### config.mk
export PLATFORM = sky130hd
export DESIGN_NAME = t1_chan_subst
export DESIGN_NICKNAME = d
export VERILOG_FILES = /design/src/rtl/t1_chan_subst.sv
export SDC_FILE = /design/constraint.sdc
export NUM_CORES = 1
export LEC_CHECK = 0
export ABC_CLOCK_PERIOD_IN_PS = 5000
export BUFFER_PORTS_ARGS = -buffer_cell sky130_fd_sc_hd__buf_2
export CAP_MARGIN = 20
export CORE_MARGIN = 1
export CORE_UTILIZATION = 52
export DETAILED_ROUTE_END_ITERATION = 7
export PLACE_DENSITY = 0.76
export SYNTH_ARGS = -nofsm -noshare
export SYNTH_HDL_FRONTEND = slang
export SYNTH_SLANG_ARGS = --single-unit
### constraint.sdc
create_clock -name clk -period 5 [get_ports clk]
set_input_delay 1.5 -clock clk [delete_from_list [all_inputs] [get_ports clk]]
set_output_delay 1.5 -clock clk [all_outputs]
set_load 0.1 [all_outputs]
### src/rtl/t1_chan_subst.sv
`timescale 1ns/1ps
module t1_chan_subst #(
  parameter int NCH = 24,
  parameter int DW  = 8,
  parameter int AW  = 8
) (
  input  logic          clk,
  input  logic          rst_n,
  input  logic          fsync,
  input  logic          tx_ser_in,
  input  logic          rx_ser_in,
  input  logic          reg_we,
  input  logic [AW-1:0] reg_addr,
  input  logic [DW-1:0] reg_wdata,
  output logic [DW-1:0] reg_rdata,
  output logic          tx_ser_out,
  output logic          chan_transparent
);
  localparam int NREG   = (NCH + DW - 1) / DW;
  localparam int MW     = NREG * DW;
  localparam int CHW    = $clog2(NCH);
  localparam int BW     = $clog2(DW);
  localparam int A_IDLE = NREG;
  localparam int A_MODE = NREG + 1;
  localparam int A_TR   = NREG + 2;

  logic [MW-1:0]  mask_sh, tr_sh;
  logic [DW-1:0]  idle_sh, idle_act;
  logic           mode_sh, mode_act;
  logic [NCH-1:0] mask_act, tr_act;
  logic           fr_q;
  logic [CHW-1:0] ch_q;
  logic [BW-1:0]  bt_q;
  logic           ser_q, tr_q;

  wire at_fbit  = fsync | fr_q;
  wire last_bit = (ch_q == CHW'(NCH-1)) && (bt_q == BW'(DW-1));
  wire sel      = !at_fbit && mask_act[ch_q];
  wire sub_bit  = mode_act ? rx_ser_in : idle_act[BW'(DW-1) - bt_q];

  always_ff @(posedge clk) begin
    if (!rst_n) begin
      fr_q <= 1'b1;
      ch_q <= '0;
      bt_q <= '0;
    end else if (at_fbit) begin
      fr_q <= 1'b0;
      ch_q <= '0;
      bt_q <= '0;
    end else if (last_bit) begin
      fr_q <= 1'b1;
    end else if (bt_q == BW'(DW-1)) begin
      bt_q <= '0;
      ch_q <= ch_q + CHW'(1);
    end else begin
      bt_q <= bt_q + BW'(1);
    end
  end

  always_ff @(posedge clk) begin
    if (!rst_n) begin
      mask_sh <= '0;
      tr_sh   <= '0;
      idle_sh <= '0;
      mode_sh <= 1'b0;
    end else if (reg_we) begin
      for (int r = 0; r < NREG; r++) begin
        if (reg_addr == AW'(r))        mask_sh[r*DW +: DW] <= reg_wdata;
        if (reg_addr == AW'(A_TR + r)) tr_sh[r*DW +: DW]   <= reg_wdata;
      end
      if (reg_addr == AW'(A_IDLE)) idle_sh <= reg_wdata;
      if (reg_addr == AW'(A_MODE)) mode_sh <= reg_wdata[0];
    end
  end

  always_comb begin
    reg_rdata = '0;
    for (int r = 0; r < NREG; r++) begin
      if (reg_addr == AW'(r))        reg_rdata = mask_sh[r*DW +: DW];
      if (reg_addr == AW'(A_TR + r)) reg_rdata = tr_sh[r*DW +: DW];
    end
    if (reg_addr == AW'(A_IDLE)) reg_rdata = idle_sh;
    if (reg_addr == AW'(A_MODE)) reg_rdata = {{(DW-1){1'b0}}, mode_sh};
  end

  always_ff @(posedge clk) begin
    if (!rst_n) begin
      mask_act <= '0;
      tr_act   <= '0;
      idle_act <= '0;
      mode_act <= 1'b0;
    end else if (at_fbit) begin
      mask_act <= mask_sh[NCH-1:0];
      tr_act   <= tr_sh[NCH-1:0];
      idle_act <= idle_sh;
      mode_act <= mode_sh;
    end
  end

  always_ff @(posedge clk) begin
    if (!rst_n) begin
      ser_q <= 1'b0;
      tr_q  <= 1'b0;
    end else begin
      ser_q <= sel ? sub_bit : tx_ser_in;
      tr_q  <= !at_fbit && tr_act[ch_q];
    end
  end

  assign tx_ser_out       = ser_q;
  assign chan_transparent = tr_q;

  assert_ch_range_R3: assert property (@(posedge clk) disable iff (!rst_n)
    ch_q <= CHW'(NCH-1));
  assert_fbit_pass_R7: assert property (@(posedge clk) disable iff (!rst_n)
    at_fbit |=> tx_ser_out == $past(tx_ser_in));
  assert_unsel_pass_R6: assert property (@(posedge clk) disable iff (!rst_n)
    (!at_fbit && !mask_act[ch_q]) |=> tx_ser_out == $past(tx_ser_in));
  assert_loop_src_R5: assert property (@(posedge clk) disable iff (!rst_n)
    (!at_fbit && mask_act[ch_q] && mode_act) |=> tx_ser_out == $past(rx_ser_in));
  assert_tr_fbit_R9: assert property (@(posedge clk) disable iff (!rst_n)
    at_fbit |=> !chan_transparent);
  assert_cfg_hold_R10: assert property (@(posedge clk) disable iff (!rst_n)
    !at_fbit |=> ($stable(mask_act) && $stable(idle_act) && $stable(mode_act) && $stable(tr_act)));
endmodule

==> results.py, run 1 <==
metrics = {
    "yosys": {
        "syn_nets": 634,
        "synthCells": 609,
        "synth_top_area_share_pct": 43.8,
        "syn_avg_cell_area_um2": 9.37,
        "async_flop_share_pct": 0,
        "synthFlopType": "dfxtp_1",
        "synth-seq-cells": 125,
        "synth_cell_types": 35,
        "synth.largest_area_cell": "dfxtp_1",
        "synthTopCellsByArea": "dfxtp_1, mux2i_1, nand2_1",
        "yosys_warnings": 0,
        "synth_edf_count": 0,
        "syn_area_um2": 5710,
        "yosysSeqAreaShare_pct": 43.8,
    },
    "finish": {
        "area_delta_synth_final_pct": 16.9,
        "antenna_cells": 0,
        "layout_common_cells": "nand2_1, dfxtp_1, mux2i_1",
        "drive_above_1_share_pct": 16.5,
        "finalNetCount": 653,
        "final_common_cell": "nand2_1",
        "stdcell_count": 777,
    },
    "clock_tree": {
        "cts_tree": "built",
        "clk_pin_slew_worst_paths_ns": 0.06,
        "cts_root_buffer": "clkbuf_8",
        "clockBufferDepth": 2,
        "numCtsBuffers": 17,
        "h-tree-depth": 4,
        "post_cts_buffers": 0,
        "worstSkewPairLatency_ns": 0.53,
        "cts_sinks": 125,
        "cts_hold_buf": 0,
        "cts_resized": 0,
    },
    "detailed_routing": {
        "wl_per_cell_um": 18.3,
        "drt-total-wl_mm": 14.3,
        "num_vias": 4461,
        "drtAntennaViolNets": 0,
        "post-route-drc-count": 0,
        "firstDrtPassIters": 5,
        "vias_per_cell": 5.74,
        "drtIter0Drc": 275,
    },
    "timing": {
        "setup_viol": 0,
        "fin_hold_ws_ns": 0.459,
        "timing.final.crit_share_pct": 92.5,
        "drv_slew": 0,
        "worst_pin_slew_ns": 0.800,
        "skew_ns": 0.00761,
        "final_hold_viol_count": 0,
        "clock.fmax_mhz": 216,
        "fin_crit_ns": 4.62,
        "rsz0062_at_grt": "no",
        "relSlewSlack_pct": 46.0,
    },
    "global_route": {
        "grt_overflow": 0,
        "antenna_found_initial": 0,
        "grt_pass1_wl_mm": 22.7,
        "grt_use_total_pct": 26.5,
        "grt_pass1_vias": 4345,
        "grt_max_degree": 67,
    },
    "placed_design": {
        "gp_congestion": 0.894,
        "port_buffers": 31,
        "hpwl_mm": 9.76,
        "placed_cells_incl_taps": 745,
    },
    "floorplan": {
        "die_area_um2": 11400,
        "fp.coreArea_um2": 10500,
        "num_rows": 37,
        "fp.dieW_um": 107,
        "ios": 32,
        "die_h_um": 107,
        "initial_core_util_pct": 54.6,
    },
    "pwr": {
        "cell_internal_pwr_mw": 1.82,
        "pwr-share-comb_pct": 4.2,
        "power_density_nw_per_um2": 349,
        "switchingPower_uw": 509,
        "ir_drop_uv": 274,
        "seq_power_share_pct": 43.0,
        "p_sw_share_pct": 21.9,
        "leakage_nw": 2.15,
        "pwr-share-clk_pct": 52.8,
    },
    "setup_path": {
        "start_kind": "input port",
        "reg2reg_depth": 4,
        "crit_top_cell": "nand2_1",
        "crit_slowest_cell": "nor4_4",
        "r2r_slack_ns": 2.69,
        "endpoint_kind": "primary output",
        "crit_required_ns": 3.50,
        "criticalPathCategory": "in -> out",
        "path_max_fanout": 6,
        "r2r-end": "tx_ser_out",
        "timing.rr.start": "ch_q[1]",
        "crit_chain": "buf_2 -> nor4_4 -> nand2_1 -> nor3_1 -> buf_4 -> nand2_1 -> a22oi_2 -> buf_12",
        "max_stage_delay_ns": 0.33,
        "cp.arrival_ns": 3.12,
    },
    "hold_path": {
        "hold_end": "mask_act[22]",
        "hp-class": "reg -> reg",
        "whs_path_depth": 2,
        "holdCritStartpoint": "mask_act[22]",
    },
    "status": {
        "outcome": "finished, final reports clean",
    },
    "job": {
        "cap_violations": 0,
    },
}
power groups by stage:
stage               sequential, mW  clock, mW  combinational (mW)
finish                        1.00       1.23              0.0976
global route                  1.00       1.29               0.104
CTS                           1.00       1.24              0.0967
detailed placement            1.02          0              0.0961
global placement              1.02          0              0.0935
floorplan                     1.02          0              0.0625
per-stage QoR:
stage | total power, mW | util [%] | cell area, um^2 | TNS (ns) | setup WS [ns]
after floorplan | 1.09 | - | 5740 | -0.0882 | -0.0176
after global placement | 1.12 | 58.0 | 6070 | 0 | 0.449
after detailed placement | 1.12 | 58.0 | 6070 | 0 | 0.429
after CTS | 2.34 | 63.8 | 6670 | 0 | 0.385
after global routing | 2.39 | 63.8 | 6670 | 0 | 0.287
final | 2.33 | 63.8 | 6670 | 0 | 0.376
state kept, by name (all words and copies together), names as in the netlist:
register / cells
tr_sh: 24
mask_act: 24
mode_sh: 1
chan_transparent: 1
bt_q: 3
mask_sh: 24
idle_sh: 8
idle_act: 8
tx_ser_out: 1
tr_act: 24
ch_q: 5
mode_act: 1
fr_q: 1
worst max-delay path, delay by kind of cell:
family          cells  cell delay (ns)
buf+inv             3             0.50
simple gates        4             0.82
compound gates      1             0.29
final cells by class:
cell class                      instances  area (um^2)
Timing Repair Buffer                   37          290
Sequential cell                       125         2500
Tap cell                              136          170
Inverter                                3         11.3
Fill cell                             854         3790
Clock inverter                          9          108
Multi-Input combinational cell        444         3090
Clock buffer                           23          497
how the worst max path moves through the flow:
stage          slack (ns)   startpoint           end  cells after the start
5_1_grt              0.29  reg_addr[2]  reg_rdata[3]                      7
3_3_place_gp         0.45  reg_addr[7]  reg_rdata[3]                      8
3_5_place_dp         0.43  reg_addr[7]  reg_rdata[3]                      8
6_report             0.38  reg_addr[7]  reg_rdata[3]                      8
2_1_floorplan       -0.02  reg_addr[1]  reg_rdata[1]                      7
4_1_cts              0.39  reg_addr[7]  reg_rdata[3]                      8
metal layers:
| layer | routed length, um | GRT usage [%] |
|---|---|---|
| met5 | 0 | 0 |
| met4 | 222 | 8.90 |
| met3 | 615 | 6.69 |
| met2 | 7060 | 44.4 |
| met1 | 6360 | 33.3 |
logic make-up after synthesis:
kind of cell | after synthesis | share of synthesized area (%)
compound gates | 108 | 13.2
xor+xnor | 4 | 0.614
fa+ha+maj | 3 | 0.658
buf+inv | 40 | 2.70
flops | 125 | 43.8
mux | 87 | 18.8
simple gates | 242 | 20.2
cell usage after synthesis (2+ instances only):
library cell  number
nand2b_1           5
a21oi_1           14
xnor2_1            3
inv_1              3
nand2_1          130
nor2_2             6
nand4_1            3
ha_1               3
nor2b_1           63
and2_1             2
mux2_2             3
mux4_2            16
a221oi_1           5
buf_1              2
a21boi_0          57
nor3_1             3
o21ai_0           12
dfxtp_1          125
o211ai_1           2
clkbuf_1          32
a22oi_1           14
buf_2              3
nor2_1            24
mux2i_1           68
Note: power is estimated with default switching activity, not from simulation.
==> run 2, diff against run 1 <==
--- a/config.mk
+++ b/config.mk
@@ -8,10 +8,10 @@
 export ABC_CLOCK_PERIOD_IN_PS = 5000
 export BUFFER_PORTS_ARGS = -buffer_cell sky130_fd_sc_hd__buf_2
 export CAP_MARGIN = 20
-export CORE_MARGIN = 1
-export CORE_UTILIZATION = 52
+export CORE_MARGIN = 2
+export CORE_UTILIZATION = 30
 export DETAILED_ROUTE_END_ITERATION = 7
-export PLACE_DENSITY = 0.76
+export PLACE_DENSITY = 0.51
 export SYNTH_ARGS = -nofsm -noshare
 export SYNTH_HDL_FRONTEND = slang
 export SYNTH_SLANG_ARGS = --single-unit
==> results.py, run 2 (same netlist as run 1, synthesis figures left out) <==
metrics = {
    "detailed_routing": {
        "vias_per_cell": 5.04,
        "drt-total-wl_mm": 15.9,
        "num_vias": 4403,
        "firstDrtPassIters": 4,
        "post-route-drc-count": 0,
        "drtAntennaViolNets": 0,
        "wl_per_cell_um": 18.2,
        "drtIter0Drc": 305,
    },
    "setup_path": {
        "crit_path_end": "reg_rdata[5]",
        "path_max_fanout": 17,
        "start_kind": "input port",
        "cp.arrival_ns": 3.18,
        "cp-startpoint": "reg_addr[2]",
        "reg2reg_depth": 4,
        "criticalPathCategory": "in -> out",
        "r2r-end": "tx_ser_out",
        "crit_required_ns": 3.50,
        "endpoint_kind": "primary output",
        "timing.rr.start": "ch_q[1]",
        "r2r_slack_ns": 2.80,
    },
    "clock_tree": {
        "clockBufferDepth": 2,
        "cts_root_buffer": "clkbuf_16",
        "cts_tree": "built",
        "clk_pin_slew_worst_paths_ns": 0.05,
        "worstSkewPairLatency_ns": 0.42,
        "h-tree-depth": 4,
        "numCtsBuffers": 17,
        "cts_hold_buf": 0,
        "cts_sinks": 125,
    },
    "finish": {
        "antenna_cells": 0,
        "area_delta_synth_final_pct": 18.8,
        "layout_common_cells": "nand2_1, dfxtp_1, mux2i_1",
        "drive_above_1_share_pct": 16.1,
        "fillCellCount": 1894,
        "final_common_cell": "nand2_1",
        "multi_input_area_um2": 3100,
        "stdcell_count": 873,
        "seq_area_um2": 2500,
        "finalNetCount": 651,
    },
    "timing": {
        "skew_ns": 0.00790,
        "fin_ws_ns": 0.323,
        "clock.fmax_mhz": 214,
        "setup_viol": 0,
        "fin_crit_ns": 4.68,
        "relSlewSlack_pct": 42.3,
        "final_hold_viol_count": 0,
        "rsz0062_at_grt": "no",
        "timing.final.crit_share_pct": 93.5,
        "worst_pin_slew_ns": 0.865,
        "drv_slew": 0,
    },
    "pwr": {
        "ir_drop_uv": 250,
        "power_density_nw_per_um2": 347,
        "leakage_nw": 2.14,
    },
    "hold_path": {
        "hp-class": "reg -> reg",
        "whs_path_depth": 2,
    },
    "floorplan": {
        "fp.coreArea_um2": 18700,
        "die_h_um": 142,
        "initial_core_util_pct": 30.5,
        "die_area_um2": 20100,
        "fp.dieW_um": 142,
        "num_rows": 50,
        "ios": 32,
    },
    "placed_design": {
        "port_buffers": 31,
        "post-place-ws_ns": 0.193,
        "hpwl_mm": 11.3,
        "gp_congestion": 0.871,
        "placed_cells_incl_taps": 841,
    },
    "job": {
        "cap_violations": 0,
    },
    "global_route": {
        "grt_use_total_pct": 16.7,
        "antenna_found_initial": 0,
        "grt_max_degree": 63,
        "grt_overflow": 0,
        "grt_pass1_wl_mm": 25.4,
        "grt_pass1_vias": 4482,
    },
    "status": {
        "outcome": "finished, final reports clean",
    },
}
==> run 2: cell count changes in the layout (fill, tap and decap cells not counted), moves of 2 or more <==
cell,before,now
clkbuf_8,7,2
buf_4,6,4
clkbuf_1,0,2
clkinv_2,2,4
clkinvlp_4,5,3
==> run 2: worst min-delay path by stage <==
stage                             from  slack (ns)      endpoint
after CTS                    tr_act[3]        0.46     tr_act[3]
after global routing       idle_act[0]        0.48   idle_act[0]
after detailed placement     tr_act[3]        0.45     tr_act[3]
final                      idle_act[0]        0.46   idle_act[0]
after floorplan           mask_act[14]        0.44  mask_act[14]
after global placement     idle_act[7]        0.45   idle_act[7]
==> run 2: layer usage <==
| layer | share of wire (%) | wire, um | global-route usage (%) | vias to the layer above |
|---|---|---|---|---|
| li1 | - | - | - | 2139 |
| met4 | 1.5 | 230 | 5.16 | 0 |
| met3 | 3.4 | 534 | 3.43 | 14 |
| met5 | 0 | 0 | 0 | - |
| met1 | 50 | 7870 | 23.2 | 2182 |
| met2 | 46 | 7230 | 26.2 | 68 |
==> run 2: cell type report <==
class	count	share of cell area, %
Timing Repair Buffer	35	4.06
Inverter	3	0.166
Clock buffer	21	6.79
Tap cell	234	4.32
Clock inverter	11	2.08
Multi-Input combinational cell	444	45.7
Sequential cell	125	36.9
==> run 2: critical path, stage by stage <==
cell and delay, ns:
buf_2 0.32, nor2b_1 0.45, a21oi_1 0.14, a21oi_1 0.17
o21ai_0 0.16, a22oi_2 0.23, buf_12 0.20
==> run 2: report_power, final <==
group	internal (mW)	leakage (nW)	switching (mW)
Sequential	0.999	1.01	0.00223
Clock	0.806	0.289	0.446
Combinational	0.0317	0.848	0.0684
Total	1.84	2.14	0.516
==> run 2: timing repair <==
| item | in CTS | in global routing |
|---|---|---|
| buffers inserted | 0 | 0 |
| gates resized for setup | 0 | 1 |
| setup endpoints to repair | 0 | 3 |
==> run 2: per-stage QoR <==
| stage | total power, mW | hold WS (ns) | setup TNS, ns | cell area, um^2 | util [%] |
|---|---|---|---|---|---|
| 2_1_floorplan | 1.09 | 0.438 | -0.0882 | 5740 | - |
| 3_3_place_gp | 1.12 | 0.449 | 0 | 6180 | 33.0 |
| 3_5_place_dp | 1.12 | 0.455 | 0 | 6180 | 33.0 |
| 4_1_cts | 2.37 | 0.462 | 0 | 6780 | 36.2 |
| 5_1_grt | 2.44 | 0.481 | 0 | 6780 | 36.3 |
| 6_report | 2.35 | 0.460 | 0 | 6780 | 36.3 |
==> run 3, diff against run 2 <==
--- a/config.mk
+++ b/config.mk
@@ -9,9 +9,9 @@
 export BUFFER_PORTS_ARGS = -buffer_cell sky130_fd_sc_hd__buf_2
 export CAP_MARGIN = 20
 export CORE_MARGIN = 2
-export CORE_UTILIZATION = 30
+export CORE_UTILIZATION = 35
 export DETAILED_ROUTE_END_ITERATION = 7
-export PLACE_DENSITY = 0.51
+export PLACE_DENSITY = 0.57
 export SYNTH_ARGS = -nofsm -noshare
 export SYNTH_HDL_FRONTEND = slang
 export SYNTH_SLANG_ARGS = --single-unit
==> results.py, run 3 (same netlist as run 1, synthesis figures left out) <==
metrics = {
    "status": {
        "outcome": "finished, final reports clean",
    },
    "timing": {
        "drv_slew": 0,
        "timing.final.crit_share_pct": 94.7,
        "fin_crit_ns": 4.74,
        "skew_ns": 0.0105,
        "clock.fmax_mhz": 211,
        "tns_ns": 0,
        "fin_ws_ns": 0.263,
        "worst_pin_slew_ns": 0.783,
        "relSlewSlack_pct": 47.7,
        "rsz0062_at_grt": "no",
        "setup_viol": 0,
        "final_hold_viol_count": 0,
    },
    "detailed_routing": {
        "drtIter0Drc": 345,
        "drt-total-wl_mm": 15.3,
        "drtAntennaViolNets": 0,
        "met3RoutedLength_um": 702,
        "maxUsedRoutingLayer": "met4",
        "post-route-drc-count": 0,
        "wl_per_cell_um": 17.8,
        "met1_length_mm": 6.92,
        "num_vias": 4365,
        "met2_length_mm": 7.53,
        "vias_per_cell": 5.10,
        "firstDrtPassIters": 5,
    },
    "clock_tree": {
        "numCtsBuffers": 17,
        "worstSkewPairLatency_ns": 0.43,
        "clk_pin_slew_worst_paths_ns": 0.06,
        "clockBufferDepth": 2,
        "cts_tree": "built",
        "cts_hold_buf": 0,
        "h-tree-depth": 4,
        "cts_sinks": 125,
        "cts_root_buffer": "clkbuf_16",
    },
    "pwr": {
        "finalPower_mw": 2.45,
        "leakage_nw": 2.17,
        "ir_drop_uv": 274,
        "power_density_nw_per_um2": 359,
    },
    "global_route": {
        "grt_max_degree": 75,
        "grt_overflow": 0,
        "grt_pass1_wl_mm": 25.0,
        "grt_pass1_vias": 4431,
        "grt_use_total_pct": 18.7,
        "antenna_found_initial": 0,
    },
    "hold_path": {
        "whs_path_depth": 2,
        "hp-class": "reg -> reg",
    },
    "finish": {
        "drive_above_1_share_pct": 16.6,
        "final_common_cell": "nand2_1",
        "stdcell_count": 856,
        "finalNetCount": 652,
        "layout_common_cells": "nand2_1, dfxtp_1, mux2i_1",
        "antenna_cells": 0,
        "fin_util_pct": 42.8,
        "area_delta_synth_final_pct": 19.5,
    },
    "placed_design": {
        "placed_cells_incl_taps": 823,
        "port_buffers": 31,
        "post-place-ws_ns": 0.110,
        "hpwl_mm": 10.7,
        "gp_congestion": 0.867,
    },
    "floorplan": {
        "die_area_um2": 17400,
        "ios": 32,
        "fp.dieW_um": 132,
        "initial_core_util_pct": 35.8,
        "fp.coreArea_um2": 15900,
        "die_h_um": 132,
        "num_rows": 46,
    },
    "setup_path": {
        "crit_required_ns": 3.50,
        "reg2reg_depth": 4,
        "path_max_fanout": 24,
        "cp.arrival_ns": 3.24,
        "criticalPathCategory": "in -> out",
        "cp.depth": 7,
        "path_buf_inv": 2,
        "crit_slowest_cell": "nor2b_1",
        "max_stage_delay_ns": 0.47,
        "endpoint_kind": "primary output",
        "r2r_slack_ns": 2.82,
        "path_delay_family": "simple AND/OR/NAND/NOR gates",
        "start_kind": "input port",
        "crit_chain": "buf_2 -> nor2b_1 -> a22oi_1 -> nor2_1 -> o21ai_0 -> a22oi_2 -> buf_12",
    },
    "job": {
        "cap_violations": 0,
    },
}
==> run 3: worst paths after layout <==
path,startpoint,end
worst max-delay path,reg_addr[0],reg_rdata[3]
worst min register to register,mask_act[15],mask_act[15]
worst max register to register,ch_q[1],tx_ser_out
worst min-delay path,mask_act[15],mask_act[15]
==> run 3: where the power goes <==
part	switching (mW)	total [mW]	internal [mW]
Sequential	0.00231	1.00	0.998
Combinational	0.0690	0.102	0.0328
Clock	0.468	1.35	0.882
Total	0.540	2.45	1.91
==> run 3: tightest hold or removal path, delay by kind of cell, from the launching register on <==
kind | cells | cell delay (ns)
flops | 1 | 0.31
compound gates | 1 | 0.06
simple gates | 1 | 0.05
==> run 3: cell type report <==
type | instances | area, um^2
tap | 216 | 270
sequential | 125 | 2500
multi-input combinational | 444 | 3100
clock inverter | 15 | 220
inverter | 3 | 11.3
fill | 1567 | 9120
clock buffer | 17 | 425
timing repair buffer | 36 | 295
==> run 3: routing by layer <==
layer	up-vias	GRT usage, %
li1	2139	-
met1	2130	24.5
met2	88	30.5
met3	8	4.21
met4	0	6.52
met5	-	0
==> run 3: through the flow <==
step	hold slack (ns)	instance area, um^2
after global routing	0.477	6820
after global placement	0.449	6150
after floorplan	0.438	5740
final	0.457	6820
after detailed placement	0.455	6150
after CTS	0.463	6800
==> run 3: timing repair <==
item,CTS,global route
gates resized for setup,0,1
setup buffers,0,0
endpoints found under the setup margin,0,4
endpoints found under the hold margin,0,0
